$ cat config.mk
export PLATFORM = sky130hd
export DESIGN_NAME = fpsw_unit
export DESIGN_NICKNAME = d
export VERILOG_FILES = /design/src/rtl/fpsw_pkg.sv /design/src/rtl/fpsw_flag_merge.sv /design/src/rtl/fpsw_cond_update.sv /design/src/rtl/fpsw_mode_decode.sv /design/src/rtl/fpsw_unit.sv
export SDC_FILE = /design/constraint.sdc
export NUM_CORES = 1
export LEC_CHECK = 0
export ABC_CLOCK_PERIOD_IN_PS = 1300
export BUFFER_PORTS_ARGS = -buffer_cell sky130_fd_sc_hd__buf_2
export CAP_MARGIN = 15
export CORE_ASPECT_RATIO = 0.9
export CORE_UTILIZATION = 40
export CTS_CLUSTER_DIAMETER = 30
export DETAILED_ROUTE_END_ITERATION = 7
export HOLD_SLACK_MARGIN = 0.12
export PLACE_DENSITY = 0.88
export SETUP_SLACK_MARGIN = 0.5
export SYNTH_ARGS = -nofsm -noshare
export SYNTH_HDL_FRONTEND = slang
export SYNTH_SLANG_ARGS = --single-unit
$ cat constraint.sdc
create_clock -name clk -period 1.3 [get_ports clk]
set_input_delay 0.26 -clock clk [delete_from_list [all_inputs] [get_ports clk]]
set_output_delay 0.26 -clock clk [all_outputs]
set_load 0.01 [all_outputs]
$ cat src/rtl/fpsw_pkg.sv
package fpsw_pkg;
    localparam int WORD_W   = 32;
    localparam int NFLAG    = 5;
    localparam int QLEN     = 10;
    localparam int IDX_W    = 4;
    localparam int FLAG_LO  = 27;
    localparam int PRIM_BIT = 26;
    localparam int CQ_TOP   = 21;
    localparam int RM_LO    = 9;
    localparam int FTZ_BIT  = 5;
    localparam int NTARGET  = QLEN + 1;

    typedef enum logic [1:0] {
        REL_GT    = 2'd0,
        REL_LT    = 2'd1,
        REL_EQ    = 2'd2,
        REL_UNORD = 2'd3
    } fp_rel_e;

    typedef enum logic [1:0] {
        UPD_HOLD  = 2'd0,
        UPD_LOAD  = 2'd1,
        UPD_ARITH = 2'd2,
        UPD_CMP   = 2'd3
    } upd_kind_e;

    typedef enum logic [1:0] {
        RND_NEAREST = 2'd0,
        RND_ZERO    = 2'd1,
        RND_UP      = 2'd2,
        RND_DOWN    = 2'd3
    } rnd_mode_e;
endpackage

$ cat src/rtl/fpsw_flag_merge.sv
module fpsw_flag_merge
    import fpsw_pkg::*;
#(
    parameter int W  = WORD_W,
    parameter int NF = NFLAG,
    parameter int LO = FLAG_LO
) (
    input  logic [W-1:0]  word_in,
    input  logic          en,
    input  logic [NF-1:0] flags,
    output logic [W-1:0]  word_out,
    output logic          trap_hit
);
    localparam int HI = LO + NF - 1;

    always_comb begin
        word_out = word_in;
        trap_hit = 1'b0;
        if (en) begin
            word_out[HI:LO] = word_in[HI:LO] | flags;
            trap_hit        = |(flags & word_in[NF-1:0]);
        end
    end
endmodule

$ cat src/rtl/fpsw_cond_update.sv
module fpsw_cond_update
    import fpsw_pkg::*;
#(
    parameter int W    = WORD_W,
    parameter int QL   = QLEN,
    parameter int IW   = IDX_W,
    parameter int TOP  = CQ_TOP,
    parameter int PRIM = PRIM_BIT
) (
    input  logic [W-1:0]  word_in,
    input  logic          en,
    input  logic [1:0]    rel,
    input  logic [4:0]    sel,
    input  logic [IW-1:0] idx,
    output logic [W-1:0]  word_out
);
    localparam int NT = QL + 1;

    logic          result;
    logic [NT-1:0] tgt_hit;
    fp_rel_e       rel_e;

    assign rel_e = fp_rel_e'(rel);

    always_comb begin
        unique case (rel_e)
            REL_GT:    result = sel[4];
            REL_LT:    result = sel[3];
            REL_EQ:    result = sel[2];
            REL_UNORD: result = sel[1];
        endcase
    end

    // one decoder per addressable condition bit: target y hits bit TOP+1-y
    for (genvar g = 0; g < NT; g++) begin : g_tgt
        assign tgt_hit[g] = (idx == IW'(g + 1));
    end

    always_comb begin
        word_out = word_in;
        if (en) begin
            if (idx == '0) begin
                word_out[TOP-1 -: QL] = word_in[TOP -: QL];
                word_out[TOP]         = word_in[PRIM];
                word_out[PRIM]        = result;
            end else begin
                for (int k = 0; k < NT; k++) begin
                    if (tgt_hit[k]) word_out[TOP-k] = result;
                end
            end
        end
    end
endmodule

$ cat src/rtl/fpsw_mode_decode.sv
module fpsw_mode_decode
    import fpsw_pkg::*;
#(
    parameter int W = WORD_W
) (
    input  logic [W-1:0] word,
    output logic [1:0]   round_mode,
    output logic         flush_en
);
    rnd_mode_e mode;

    always_comb begin
        unique case (word[RM_LO+1:RM_LO])
            2'd0: mode = RND_NEAREST;
            2'd1: mode = RND_ZERO;
            2'd2: mode = RND_UP;
            2'd3: mode = RND_DOWN;
        endcase
    end

    assign round_mode = mode;
    assign flush_en   = word[FTZ_BIT];
endmodule

$ cat src/rtl/fpsw_unit.sv
module fpsw_unit
    import fpsw_pkg::*;
#(
    parameter int W  = WORD_W,
    parameter int NF = NFLAG,
    parameter int IW = IDX_W
) (
    input  logic          clk,
    input  logic          rst_n,
    input  logic          sw_we,
    input  logic [W-1:0]  sw_wdata,
    input  logic          op_valid,
    input  logic          op_is_cmp,
    input  logic [NF-1:0] op_flags,
    input  logic [1:0]    cmp_rel,
    input  logic [4:0]    cmp_sel,
    input  logic [IW-1:0] cmp_idx,
    output logic [W-1:0]  status,
    output logic [1:0]    round_mode,
    output logic          flush_en,
    output logic          trap_req
);
    localparam int FHI = FLAG_LO + NF - 1;

    upd_kind_e    kind;
    logic [W-1:0] word_q, word_d;
    logic [W-1:0] merged, cmp_word;
    logic         trap_hit, trap_q;
    logic         op_take;

    // update-kind selector: software write first, then compare, then arithmetic
    always_comb begin
        if (sw_we)                      kind = UPD_LOAD;
        else if (op_valid && op_is_cmp) kind = UPD_CMP;
        else if (op_valid)              kind = UPD_ARITH;
        else                            kind = UPD_HOLD;
    end

    assign op_take = (kind == UPD_ARITH) || (kind == UPD_CMP);

    fpsw_flag_merge #(.W(W), .NF(NF), .LO(FLAG_LO)) u_merge (
        .word_in (word_q),
        .en      (op_take),
        .flags   (op_flags),
        .word_out(merged),
        .trap_hit(trap_hit)
    );

    fpsw_cond_update #(.W(W), .QL(QLEN), .IW(IW), .TOP(CQ_TOP), .PRIM(PRIM_BIT)) u_cond (
        .word_in (merged),
        .en      (kind == UPD_CMP),
        .rel     (cmp_rel),
        .sel     (cmp_sel),
        .idx     (cmp_idx),
        .word_out(cmp_word)
    );

    always_comb begin
        unique case (kind)
            UPD_HOLD:  word_d = word_q;
            UPD_LOAD:  word_d = sw_wdata;
            UPD_ARITH: word_d = merged;
            UPD_CMP:   word_d = cmp_word;
        endcase
    end

    always_ff @(posedge clk) begin
        if (!rst_n) begin
            word_q <= '0;
            trap_q <= 1'b0;
        end else begin
            word_q <= word_d;
            trap_q <= trap_hit;
        end
    end

    fpsw_mode_decode #(.W(W)) u_mode (
        .word      (word_q),
        .round_mode(round_mode),
        .flush_en  (flush_en)
    );

    assign status   = word_q;
    assign trap_req = trap_q;

    // a software write always lands, whatever else is presented
    p_sw_load_r2: assert property (@(posedge clk) disable iff (!rst_n)
        sw_we |=> status == $past(sw_wdata));

    // trap only after an accepted operation with an enabled flag
    p_trap_cause_r6: assert property (@(posedge clk) disable iff (!rst_n)
        (op_valid && !sw_we && |(op_flags & status[NF-1:0])) |=> trap_req);
    p_trap_only_r6: assert property (@(posedge clk) disable iff (!rst_n)
        !(op_valid && !sw_we) |=> !trap_req);

    // sticky flags never clear without a write
    p_flags_sticky_r4: assert property (@(posedge clk) disable iff (!rst_n)
        !sw_we |=> (status[FHI:FLAG_LO] & $past(status[FHI:FLAG_LO])) == $past(status[FHI:FLAG_LO]));

    // flag-free arithmetic keeps the word
    p_noflag_hold_r5: assert property (@(posedge clk) disable iff (!rst_n)
        (op_valid && !op_is_cmp && !sw_we && op_flags == '0) |=> $stable(status));

    // compares never alter the control bits below the condition field
    p_cmp_ctrl_r8: assert property (@(posedge clk) disable iff (!rst_n)
        (op_valid && op_is_cmp && !sw_we) |=> status[CQ_TOP-QLEN-1:0] == $past(status[CQ_TOP-QLEN-1:0]));

    // queued compare shifts the queue behind the primary bit
    p_queue_shift_r9: assert property (@(posedge clk) disable iff (!rst_n)
        (op_valid && op_is_cmp && !sw_we && cmp_idx == '0) |=>
            (status[CQ_TOP-1 -: QLEN] == $past(status[CQ_TOP -: QLEN])) &&
            (status[CQ_TOP] == $past(status[PRIM_BIT])));
endmodule

; Yosys cells after proc, flatten, opt, wreduce, memory -nomap -nowiden
; Cells that the tools add are included.
[word_totals]
register_bits = 33
latch_bits = 0
mem_bits_rw = 0
mem_bits_ro = 0
input_bits = 53
out_inout_bits = 36
word_cells = 93
memories = 0
[op_classes]
add_sub_neg = 0
multipliers = 0
n_div = 0
magnitude_cmp = 0
n_eq_ne = 32
shift = 0
muxes = 20
bitwise = 5
n_reduce_logical = 21
[ops]
columns = cell, n
row1 = 32-bit one-hot mux with 3 select lines, 1
row2 = 3-bit AND reduction, 13
row3 = 3-bit != test (second input constant), 11
row4 = 4-bit by 3-bit equality test with 1-bit output (second input constant), 4
row5 = 4-bit equality test (second input constant), 4
row6 = 2-bit equality test (second input constant), 6
row7 = 1-bit 2-to-1 mux, 12
row8 = 11-bit 2-to-1 mux, 1
row9 = 4-bit by 2-bit equality test with 1-bit output (second input constant), 2
row10 = 2-bit one-hot mux with 4 select lines, 1
row11 = 2-bit by 1-bit equality test with 1-bit output (second input constant), 3
row12 = 2-bit logical NOT, 3
row13 = 2-bit 2-to-1 mux, 3
row14 = 5-bit AND, 1
row15 = 5-bit 2-to-1 mux, 1
row16 = 5-bit bitwise OR, 1
row17 = 5-bit OR reduction, 1
row18 = 4-bit by 1-bit equality test with 1-bit output (second input constant), 1
row19 = 4-bit logical NOT, 1
row20 = 1-bit one-hot mux with 4 select lines, 1
row21 = 1-bit NOT, 3
row22 = 2-bit != test (second input constant), 1
row23 = 2-bit AND reduction, 1
row24 = 1-bit logical AND, 1
row25 = 1-bit logical OR, 1

; Longest topological paths before layout
[depth]
word_depth = 7
ltp_mapped = 6
mapped_depth_nobuf = 4

; Modules after synthesis
; A second synthesis with hierarchy kept.
[unflattened]
hier_cells = 341
area_unflattened_um2 = 3160.5
[modules_own_cells]
columns = mod, instances, cells_each, area_per_inst_um2, seq_area_each_um2
row1 = fpsw_unit, 1, 187, 2064.5, 660.6
row2 = fpsw_cond_update, 1, 116, 815.8, 0.0
row3 = fpsw_flag_merge, 1, 35, 265.3, 0.0
row4 = fpsw_mode_decode, 1, 3, 15.0, 0.0

; Worst setup path after synthesis
; OpenSTA, ideal clock, no wires.
[synth_timing]
path_type = input port to flip-flop
startpoint = input port cmp_rel[1]
endpoint = register word_q[16], in the netlist status[16]
setup_time_ps = 130
t_arrival_ps = 1244
required_time_ps = 1170
setup_slack_ps = -74
path_stages = 4
cell_sequence = mux4_2 nor2b_1 a221oi_1 o311ai_1
[synth_between]
elab_chain_cells = 5
[synth_lines]
columns = item, line_no
row1 = "start, declared", fpsw_unit.sv:15  ; input logic [1:0] cmp_rel,
row2 = "2-bit equality test, or another cell as far along", fpsw_cond_update.sv:26  ; unique case (rel_e)
row3 = 1-bit one-hot mux with 4 select lines (*), fpsw_cond_update.sv:26
row4 = 1-bit 2-to-1 mux (*), fpsw_cond_update.sv:48  ; if (tgt_hit[k]) word_out[TOP-k] = result;
row5 = 11-bit 2-to-1 mux (*), fpsw_cond_update.sv:42  ; if (idx == '0) begin
row6 = 32-bit one-hot mux with 3 select lines (*), fpsw_unit.sv:59  ; unique case (kind)
row7 = "end signal, assigned", fpsw_unit.sv:72  ; word_q <= word_d;
row8 = "end, declared", fpsw_unit.sv:26  ; logic [W-1:0] word_q, word_d;
; Every way passes the cells marked *; elsewhere a longest branch is shown, timed or not. The select of a mux whose other input is x is not followed.
; A chain may end at the register's enable or synchronous reset.

; Worst setup path after layout
[layout_timing]
startpoint = input port cmp_rel[1]
endpoint = register word_q[19], in the netlist status[19]
; The elaborated chain is that of the path after synthesis.

==> summary.txt <==
Outcome
  • Outcome: complete, no violations

Placement
  • DP Wirelength: 3762 um
  • Post-DP Area: 2257 um2
  • GPL Wtd Cong: a little under 0.9
  • IO Port Bufs: 87

Detailed routing
  • Vias/cell: 5.922
  • Remaining DRCs: 0
  • DRT Wirelength: approximately 6600 um
  • Via count: 2049
  • 1st-iter DRT viols: between 100 and 150
  • Post-DRT Antenna Nets: 0
  • DRT Pass-1 Iters: 4
  • Wire per inst: around 19 um

Finish
  • Final core utilization: 78.67%
  • Ant diodes: 0
  • Layout cells sized above 1: about two thirds
  • Most common cell after layout, fill and taps aside: buf_6
  • FILL cells: 231
  • Most frequent cells in the layout: buf_6 (45), buf_2 (44), buf_4 (38)
  • FF/Latch Area: between 700 and 800 um2
  • Syn-to-layout area delta: 84.70%
  • Multi-input logic area: 947.2 um2
  • Post-route cell area: 2977 um2
  • Post-layout nets: about 350

STA
  • Final setup fails: 0
  • Slew HR: between 70% and 80%
  • Setup TNS: 0 ns
  • Final worst path period need: ~1.2 ns
  • Final hold vios: 0
  • Final Max Tran Viols: 0
  • Max Freq: approximately 810 MHz
  • Clock skew: between 0.005 and 0.006 ns
  • Tcrit/Tclk final: 94.83%
  • Unrepaired setup endpoints after global routing: yes
  • Slew @ Worst Pin: approximately 0.41 ns

Power and ir drop
  • Leak Pwr: around 1.4 nW
  • PwrDens: 978.3 nW/um2
  • Total power: approximately 2.9 mW
  • Worst vdd ir: 0.8329 mV

Worst setup path
  • CP Class: input port to flip-flop
  • Worst Setup Start Kind: input port
  • Crit Path Max Fanout: 5
  • CP endpoint kind: flip-flop
  • Critical Path AT: 1.41 ns
  • Critical path required time: between 1 and 1.5 ns

Yosys
  • Yosys top cell area share: 40.99%
  • Top cells by area, synth: dfxtp_1 (41%), mux2i_1 (9.9%), a21oi_1 (4.0%)
  • Flops & latches, synth: 33
  • Synth Area in Simple Gates: roughly 16%
  • Fraction of synthesized area in multiplexers: 11.34%
  • Synth Area in Compound Gates: a little under a quarter
  • Synth warn: 0
  • EDFF count, synth: 0
  • Avg Cell Area, Syn: 9.105 um2
  • Count of different cell masters after synthesis: 37
  • Post-synth ARST share: 0%
  • Mapped cell area: 1612 um2
  • Leading area contributor after synthesis: dfxtp_1
  • Dominant synthesized flop cell: dfxtp_1
  • Xor and xnor area share after synthesis: 2.717%
  • Largest family of logic cells by synthesized area: compound AO/OA/AOI/OAI gates
  • Synth Area in Adders: 0%
  • Mapped Nets: 230
  • Post-synthesis sequential area ratio: between 40 and 50%
  • Synthesized instance count: roughly 180

Floorplanning
  • FP Rows: 21
  • Die Ht: between 60 and 70 um
  • Die W: 68.91 um
  • Core Box Area: 3784 um2
  • Ports: 89
  • Die area: about 4300 um2
  • Starting density of the core: between 40 and 50%

Global route
  • Pin count of the biggest net entering global routing: 15
  • First-pass GRT wire length: 9549 um
  • GRT Util Overall: 30.35%
  • Initial antenna violation count: 0
  • Grt total ovfl: 0
  • Vias in the first global route: about 1900

Hold path
  • Hold Path Class: input port to flip-flop

Clock tree
  • Root Buffer: clkbuf_8
  • Clock buffer depth: 2
  • CTS tree: built
  • Clk sink count: 33
  • TritonCTS Buffers: 5
  • Skew-Pair Late Insertion Delay: 0.28 ns
  • H-tree depth: 2
  • Reg clk slew, reported paths: approximately 0.070 ns

Flow run
  • Max-cap violations: 0
-- sequential cells by signal, summed over array words and instances, names as in the netlist --
| register | flops |
|---|---|
| trap_req | 1 |
| status | 32 |
-- worst max-delay path, stage by stage --
cell and delay (ns):
buf_6 0.07, mux4_2 0.53, nand3b_1 0.16, buf_6 0.14, o2111ai_1 0.12, o211a_1 0.13
-- logic make-up (layout without fill, tap and decap cells) --
| kind of cell | count (synthesis) | after routing |
|---|---|---|
| AOI/OAI and AO/OA | 54 | 54 |
| and+or+nand+nor | 47 | 47 |
| DFF | 33 | 33 |
| buffers and inverters | 21 | 144 |
| muxes | 17 | 17 |
| xor gates and xnor gates | 5 | 5 |
-- power by group --
group          leakage [nW]  internal [mW]  total, mW  switching [mW]
clock network        0.0585          0.625       1.00           0.377
logic                  1.02          0.423      0.758           0.335
registers             0.284           1.09       1.15          0.0599
-- worst paths after layout --
kind / startpoint / endpoint / slack, ns / cells past startpoint
hold reg to reg: status[8] / status[8] / 0.50 / 2
setup / recovery: cmp_rel[1] / status[19] / 0.07 / 6
setup reg to reg: status[4] / trap_req / 0.27 / 3
hold / removal: sw_wdata[8] / status[8] / 0.22 / 3
-- stage by stage --
stage | setup slack, ns | std cells | hold slack, ns
6_report | 0.06725 | 346 | 0.2182
4_1_cts | 0.09362 | 339 | 0.2126
3_5_place_dp | -0.2826 | 318 | 0.4831
3_3_place_gp | -0.2330 | 318 | 0.4695
5_1_grt | 0.02246 | 346 | 0.2278
2_1_floorplan | -0.07369 | 177 | 0.4072
-- cells in the mapped netlist (2+ instances only) --
cell      instances
a21oi_1          13
a221oi_1          4
a31oi_1           2
a32oi_1           5
buf_2             8
buf_4             2
clkbuf_1          9
dfxtp_1          33
mux2i_1          16
nand2_1           4
nand3_1           9
nand3b_1          3
nand4_1           4
nor2_1           15
nor3_1            2
o211ai_1          3
o21ai_0           4
o21ai_1           7
o311a_1           3
o311ai_1          4
o31ai_1           2
or3_1             6
xor2_1            5
-- cell type report --
cell class	instances	share of cell area, %
Timing Repair Buffer	134	38.13
Multi-Input combinational cell	123	31.82
Sequential cell	33	23.67
Clock buffer	7	2.900
Tap cell	46	1.934
Clock inverter	1	1.009
Inverter	2	0.5464
-- metal layers --
metal | GRT usage [%] | up-vias | routed length, um
met5 | 0 | - | 0
met4 | 12.24 | 0 | 227
met3 | 8.640 | 21 | 598
met2 | 51.46 | 131 | 3365
met1 | 34.54 | 978 | 2362
li1 | - | 919 | -
-- what timing repair did --
action	CTS	global route
endpoints found under the setup margin	55	66
hold endpoints to repair	0	0
setup buffers	13	6
resized for setup	85	25
pin swaps	9	8
hold buffers	0	0
cloned	0	1
No activity file was read; power rests on OpenSTA's default activity.
